==> src/rtl/adcso_pkg.sv <==
package adcso_pkg;

  // Strobes the control side sends to the datapath each system clock.
  typedef struct packed {
    logic loadResult;  // capture a fresh conversion into the hold register
    logic loadShift;   // copy the hold register into the shifter
    logic shiftOne;    // advance the shifter by one bit
    logic showData;    // serial line carries shifter data rather than the flag
  } frameStrobes_t;

endpackage

==> src/rtl/adcso_conv_timer.sv <==
module adcso_conv_timer #(
  parameter int CNT_W = 16
) (
  input  logic             clk,
  input  logic             rstN,
  input  logic             startConv,
  input  logic [CNT_W-1:0] convCycles,
  output logic             convDone
);

  logic [CNT_W-1:0] count;
  logic             running;

  always_ff @(posedge clk or negedge rstN) begin
    if (!rstN) begin
      count   <= '0;
      running <= 1'b0;
    end else if (startConv) begin
      count   <= (convCycles == '0) ? CNT_W'(1) : convCycles;
      running <= 1'b1;
    end else if (running) begin
      count <= count - CNT_W'(1);
      if (count == CNT_W'(1)) running <= 1'b0;
    end
  end

  assign convDone = running && (count == CNT_W'(1)) && !startConv;

  // the done pulse lasts one clock
  assert_done_single_R7: assert property (@(posedge clk) disable iff (!rstN)
    convDone |=> !convDone);

  // a start always leaves the timer running with a nonzero count
  assert_restart_reload_R7: assert property (@(posedge clk) disable iff (!rstN)
    startConv |=> (running && count != '0));

endmodule

==> src/rtl/adcso_frame_ctrl.sv <==
module adcso_frame_ctrl
  import adcso_pkg::*;
#(
  parameter int RESULT_W    = 21,
  parameter int SYNC_STAGES = 2
) (
  input  logic          clk,
  input  logic          rstN,
  input  logic          sckIn,
  input  logic          csN,
  input  logic          convDone,
  output frameStrobes_t strobes,
  output logic          restartConv,
  output logic          eocLevel,
  output logic          sdoOe
);

  localparam int FRAME_BITS = RESULT_W + 3;
  localparam int CW = $clog2(FRAME_BITS);
  localparam logic [CW-1:0] LAST_POS = CW'(FRAME_BITS - 1);

  logic [SYNC_STAGES-1:0] sckPipe;
  logic [SYNC_STAGES-1:0] csPipe;
  logic                   sckPrev;
  logic                   sckFall;
  logic                   csHigh;
  logic [CW-1:0]          bitCount;
  logic                   pending;
  logic                   dataReady;
  logic                   bootKick;
  logic                   frameEnd;
  logic                   atStart;

  // two or more flops on each host input
  always_ff @(posedge clk or negedge rstN) begin
    if (!rstN) begin
      sckPipe <= '0;
      csPipe  <= '1;
      sckPrev <= 1'b0;
    end else begin
      sckPipe <= {sckPipe[SYNC_STAGES-2:0], sckIn};
      csPipe  <= {csPipe[SYNC_STAGES-2:0], csN};
      sckPrev <= sckPipe[SYNC_STAGES-1];
    end
  end

  assign csHigh   = csPipe[SYNC_STAGES-1];
  assign sckFall  = sckPrev && !sckPipe[SYNC_STAGES-1] && !csHigh;
  assign atStart  = (bitCount == '0);
  assign frameEnd = sckFall && (bitCount == LAST_POS);

  // frame position
  always_ff @(posedge clk or negedge rstN) begin
    if (!rstN)        bitCount <= '0;
    else if (csHigh)  bitCount <= '0;
    else if (sckFall) bitCount <= frameEnd ? '0 : bitCount + CW'(1);
  end

  // one-shot start of the first conversion after reset
  always_ff @(posedge clk or negedge rstN) begin
    if (!rstN) bootKick <= 1'b1;
    else       bootKick <= 1'b0;
  end

  assign restartConv = frameEnd || bootKick;

  // completed conversion waits here until the frame is back at its start
  always_ff @(posedge clk or negedge rstN) begin
    if (!rstN) begin
      pending   <= 1'b0;
      dataReady <= 1'b0;
    end else if (restartConv) begin
      pending   <= 1'b0;
      dataReady <= 1'b0;
    end else if (strobes.loadResult) begin
      pending   <= 1'b0;
      dataReady <= 1'b1;
    end else if (convDone) begin
      pending   <= 1'b1;
    end
  end

  always_comb begin
    strobes            = '0;
    strobes.loadResult = pending && atStart && !restartConv;
    strobes.loadShift  = atStart;
    strobes.shiftOne   = sckFall && !atStart && !frameEnd;
    strobes.showData   = !atStart;
  end

  assign eocLevel = !dataReady;
  assign sdoOe    = !csHigh;

  // a deselect puts the frame back at its first position
  assert_abort_resets_R6: assert property (@(posedge clk) disable iff (!rstN)
    csHigh |=> (bitCount == '0));

  // the frame position never passes the last bit
  assert_count_range_R3: assert property (@(posedge clk) disable iff (!rstN)
    bitCount <= LAST_POS);

  // the end of a frame shows busy on the next clock
  assert_busy_after_end_R4: assert property (@(posedge clk) disable iff (!rstN)
    frameEnd |=> (eocLevel && atStart));

endmodule

==> src/rtl/adcso_frame_datapath.sv <==
module adcso_frame_datapath
  import adcso_pkg::*;
#(
  parameter int RESULT_W = 21
) (
  input  logic                clk,
  input  logic                rstN,
  input  frameStrobes_t       strobes,
  input  logic                eocLevel,
  input  logic                sampleSign,
  input  logic [RESULT_W-1:0] sampleData,
  output logic                sdo
);

  // dummy bit, sign bit and result field
  localparam int HOLD_W = RESULT_W + 2;

  logic [HOLD_W-1:0] resultReg;
  logic [HOLD_W-1:0] shiftReg;

  always_ff @(posedge clk or negedge rstN) begin
    if (!rstN)                   resultReg <= '0;
    else if (strobes.loadResult) resultReg <= {1'b0, sampleSign, sampleData};
  end

  always_ff @(posedge clk or negedge rstN) begin
    if (!rstN)                  shiftReg <= '0;
    else if (strobes.loadShift) shiftReg <= resultReg;
    else if (strobes.shiftOne)  shiftReg <= {shiftReg[HOLD_W-2:0], 1'b0};
  end

  assign sdo = strobes.showData ? shiftReg[HOLD_W-1] : eocLevel;

  // the shifter keeps its contents while the frame is in flight
  assert_shift_frozen_R5: assert property (@(posedge clk) disable iff (!rstN)
    (strobes.showData && !strobes.shiftOne && !strobes.loadShift) |=> $stable(shiftReg));

endmodule

==> src/rtl/adcso_serial_out.sv <==
module adcso_serial_out
  import adcso_pkg::*;
#(
  parameter int RESULT_W    = 21,
  parameter int CNT_W       = 16,
  parameter int SYNC_STAGES = 2
) (
  input  logic                clk,
  input  logic                rstN,
  input  logic                sckIn,
  input  logic                csN,
  input  logic [CNT_W-1:0]    convCycles,
  input  logic                sampleSign,
  input  logic [RESULT_W-1:0] sampleData,
  output logic                sdo,
  output logic                sdoOe
);

  frameStrobes_t strobes;
  logic          restartConv;
  logic          convDone;
  logic          eocLevel;

  adcso_conv_timer #(.CNT_W(CNT_W)) u_timer (
    .clk        (clk),
    .rstN       (rstN),
    .startConv  (restartConv),
    .convCycles (convCycles),
    .convDone   (convDone)
  );

  adcso_frame_ctrl #(.RESULT_W(RESULT_W), .SYNC_STAGES(SYNC_STAGES)) u_ctrl (
    .clk         (clk),
    .rstN        (rstN),
    .sckIn       (sckIn),
    .csN         (csN),
    .convDone    (convDone),
    .strobes     (strobes),
    .restartConv (restartConv),
    .eocLevel    (eocLevel),
    .sdoOe       (sdoOe)
  );

  adcso_frame_datapath #(.RESULT_W(RESULT_W)) u_data (
    .clk        (clk),
    .rstN       (rstN),
    .strobes    (strobes),
    .eocLevel   (eocLevel),
    .sampleSign (sampleSign),
    .sampleData (sampleData),
    .sdo        (sdo)
  );

endmodule

==> config.mk <==
export PLATFORM = sky130hd
export DESIGN_NAME = adcso_serial_out
export DESIGN_NICKNAME = d
export VERILOG_FILES = /design/src/rtl/adcso_pkg.sv /design/src/rtl/adcso_conv_timer.sv /design/src/rtl/adcso_frame_ctrl.sv /design/src/rtl/adcso_frame_datapath.sv /design/src/rtl/adcso_serial_out.sv
export SDC_FILE = /design/constraint.sdc
export NUM_CORES = 1
export LEC_CHECK = 0
export CAP_MARGIN = 20
export CORE_ASPECT_RATIO = 0.9
export CORE_UTILIZATION = 45
export DETAILED_ROUTE_END_ITERATION = 16
export PLACE_DENSITY = 0.67
export SYNTH_ARGS = -nofsm -noshare
export SYNTH_HDL_FRONTEND = slang
export SYNTH_SLANG_ARGS = --single-unit
==> constraint.sdc <==
create_clock -name clk -period 2.65 [get_ports clk]
set_clock_uncertainty 0.15 [all_clocks]
set_input_delay 0.265 -clock clk [delete_from_list [all_inputs] [get_ports clk]]
set_output_delay 0.265 -clock clk [all_outputs]
set_load 0.05 [all_outputs]
==> flow_summary.ini <==
[floorplanning]
core-area_um2 = 7540
dieArea_um2 = 8190
placementRows = 30
die_w_um = 95.3
initial_core_util = 0.467
design.portCount = 44
die-height_um = 85.9

[power]
power_frac_clock = 0.376
p_switching_uw = 600
ir_drop_mv = 0.301
seqPwrFrac = 0.515
p_leak_uw = 0.00194
pwr-share-comb = 0.109
switching_share = 0.253
internal_power_uw = 1770
powerDensity_nw_per_um2 = 558

[setup_path]
endpoint_kind = output port
reg2reg_slack_ns = 0.36
crit_slowest_cell = dfrtp_1
critPathTopFamily = buffers and inverters
reg2reg_from = u_ctrl.bitCount[0]
ff2ff_path_depth = 5
crit_type = reg2out
crit_required_ns = 2.24
worstPathArrival_ns = 2.05
cpMostUsedCell = buf_12
cp_max_fo = 29
regToRegEndpoint = u_data.resultReg[1]
slowest_delay_ns = 0.41
path_buf_inv = 3
setup.worst_path.start_class = flop
crit_chain = inv_1 > ha_1 > nor4b_4 > buf_12 > mux2i_1 > buf_12

[cts]
clock_sinks = 75
cts_max_level = 3
clock_latency_ns = 0.35
cts_tree = built
cts_setup_buffers = 0
cts_made_buffers = 9
cts-root-buf = clkbuf_8
cts_buffer_depth = 2
path_clk_slew_ns = 0.07

[synth]
netlist_instances = 305
ys_ff_latch = 75
synthArstFlopShare = 1.00
yosysWarnings = 0
postSynthNetCount = 351
synth-seq-area-share = 0.534
synth_ff_type = dfrtp_1
syn-cell-area_um2 = 3520
avgSynthCellArea_um2 = 11.5
synth_edf_count = 0
synth_cell_types = 42

[timing]
hold_viol = 0
slew_viol_final = 0
max_slew_margin = 0.382
setup_violations = 0
rsz0062_at_grt = no
post-route-min-period_ns = 2.47
fmax_ghz = 0.405
period_share = 0.931
worst_pin_slew_ns = 0.927
setup-tns-final_ns = 0
worst_slack_ns = 0.182

[route]
ant_nets = 0
vias_per_cell = 4.96
firstDrtPassIters = 4
via_count = 2232
wl_per_cell_um = 13.7
drtIter0Drc = 59
drc = 0
drt-total-wl_mm = 6.16

[hold_path]
hp-class = in2reg
worstHoldEndpoint = u_ctrl.csPipe[0]
hold_depth = 1
min_from = csN

[global_route]
grt_pass1_wl_mm = 10.5
grt-ovfl-total = 0
grt_max_degree = 76
antenna_found_initial = 0
grt_pass1_vias = 2263
track_usage = 0.168

[finish]
fin_nets = 395
area_growth_pct = 20.8
drive_above_1_share = 0.153
fillers = 644
diodes = 0

[placed_design]
dpl.hpwl_mm = 4.10
port_buffers = 43
place_congestion = 0.779
pre_cts_slack_ns = 0.349

[run_status]
status = complete, no violations

[job]
drv_cap = 0
per-layer routing:
metal / GRT usage / vias to the layer above / part of all wire
met5: 0 / - / 0
met4: 0.0427 / 0 / 0.010
met3: 0.0585 / 8 / 0.050
met2: 0.250 / 44 / 0.43
met1: 0.233 / 1027 / 0.51
li1: - / 1153 / -
synth_stat cells, types with 2 or more instances:
library cell  number  area, µm²
clkbuf_1           6       22.5
nand2b_1           3       18.8
nor4_1             4       25.0
o21ai_0           35        175
nand3_1            6       30.0
nand4b_1           2       17.5
mux2_2             3       33.8
nand2_1           45        169
nand4_1            4       25.0
buf_4              2       15.0
buf_2              3       15.0
or4_1              2       15.0
inv_1              6       22.5
a21oi_1            8       40.0
xor2_1            10       87.6
mux2_4            20        300
a31oi_1            2       12.5
xnor2_1            3       26.3
ha_1               4       50.1
buf_6              3       33.8
o31ai_1            2       15.0
dfstp_2            3       78.8
nor2b_1            3       18.8
nor3_1             2       10.0
mux2i_1           23        230
dfrtp_1           72       1800
nor2_1            13       48.8
or3_1              2       12.5
power by group through the flow:
stage	clock [µW]	combinational (µW)	sequential (µW)
after floorplan	0	140	1240
after global placement	0	260	1240
after detailed placement	0	261	1240
after global routing	970	290	1230
final	893	259	1220
after CTS	915	264	1220
cell usage in the layout (no fill, tap or decap), types with 4 or more instances in the layout:
cell type,instances
inv_1,6
o21ai_0,35
dfrtp_1,72
ha_1,4
clkdlybuf4s50_1,41
nand3_1,6
clkbuf_8,10
xor2_1,10
a21oi_1,7
mux2i_1,23
nor2_1,13
nand4_1,4
nand2_1,45
mux2_4,20
nor4_1,4
cell families (layout without fill, tap and decap cells):
| group | after synthesis | in the layout | synth area share |
|---|---|---|---|
| xor gates and xnor gates | 13 | 13 | 0.0323 |
| buffers and inverters | 20 | 69 | 0.0309 |
| muxes | 46 | 46 | 0.160 |
| and+or+nand+nor | 94 | 94 | 0.145 |
| AOI/OAI and AO/OA | 52 | 52 | 0.0828 |
| other | 1 | 1 | 0.00106 |
| adders and majority gates | 4 | 4 | 0.0142 |
| DFF | 75 | 75 | 0.534 |
worst max-delay path by stage:
stage	startpoint	endpoint	cells after the start
after floorplan	u_ctrl.bitCount[0]	sdo	6
after global placement	u_ctrl.bitCount[0]	u_data.resultReg[0]	5
after detailed placement	u_ctrl.bitCount[0]	u_data.resultReg[0]	5
after CTS	u_ctrl.bitCount[0]	sdo	6
after global routing	u_ctrl.bitCount[0]	sdo	6
final	u_ctrl.bitCount[0]	sdo	6
repair_timing:
item,in CTS,in global routing
resized for setup,0,0
hold buffers,1,0
hold endpoints to repair,72,0
area by class of cell:
cell class / count / area (µm²) / area share
Sequential cell: 75 / 1880 / 0.442
Multi-Input combinational cell: 210 / 1550 / 0.363
Timing Repair Buffer: 47 / 483 / 0.114
Clock buffer: 11 / 141 / 0.0332
Tap cell: 96 / 120 / 0.0282
Clock inverter: 5 / 61.3 / 0.0144
Inverter: 6 / 22.5 / 0.00529
through the flow:
step / utilization / area (µm²) / cells / power (µW) / hold slack [ns]
2_1_floorplan: - / 3520 / 305 / 1380 / -0.181
3_3_place_gp: 0.536 / 4040 / 433 / 1500 / 0.183
3_5_place_dp: 0.536 / 4040 / 433 / 1510 / 0.192
4_1_cts: 0.564 / 4250 / 450 / 2400 / 0.157
5_1_grt: 0.564 / 4250 / 450 / 2490 / 0.172
6_report: 0.564 / 4250 / 450 / 2370 / 0.174
flip-flops by register name, indices dropped and copies added (netlist names):
| signal | cells |
|---|---|
| u_data.resultReg | 22 |
| u_timer.running | 1 |
| u_timer.count | 16 |
| u_ctrl.sckPrev | 1 |
| u_ctrl.pending | 1 |
| u_ctrl.bootKick | 1 |
| u_ctrl.bitCount | 5 |
| u_ctrl.dataReady | 1 |
| u_ctrl.sckPipe | 2 |
| u_ctrl.csPipe | 2 |
| u_data.shiftReg | 23 |
No activity file was read; power rests on OpenSTA's default activity.
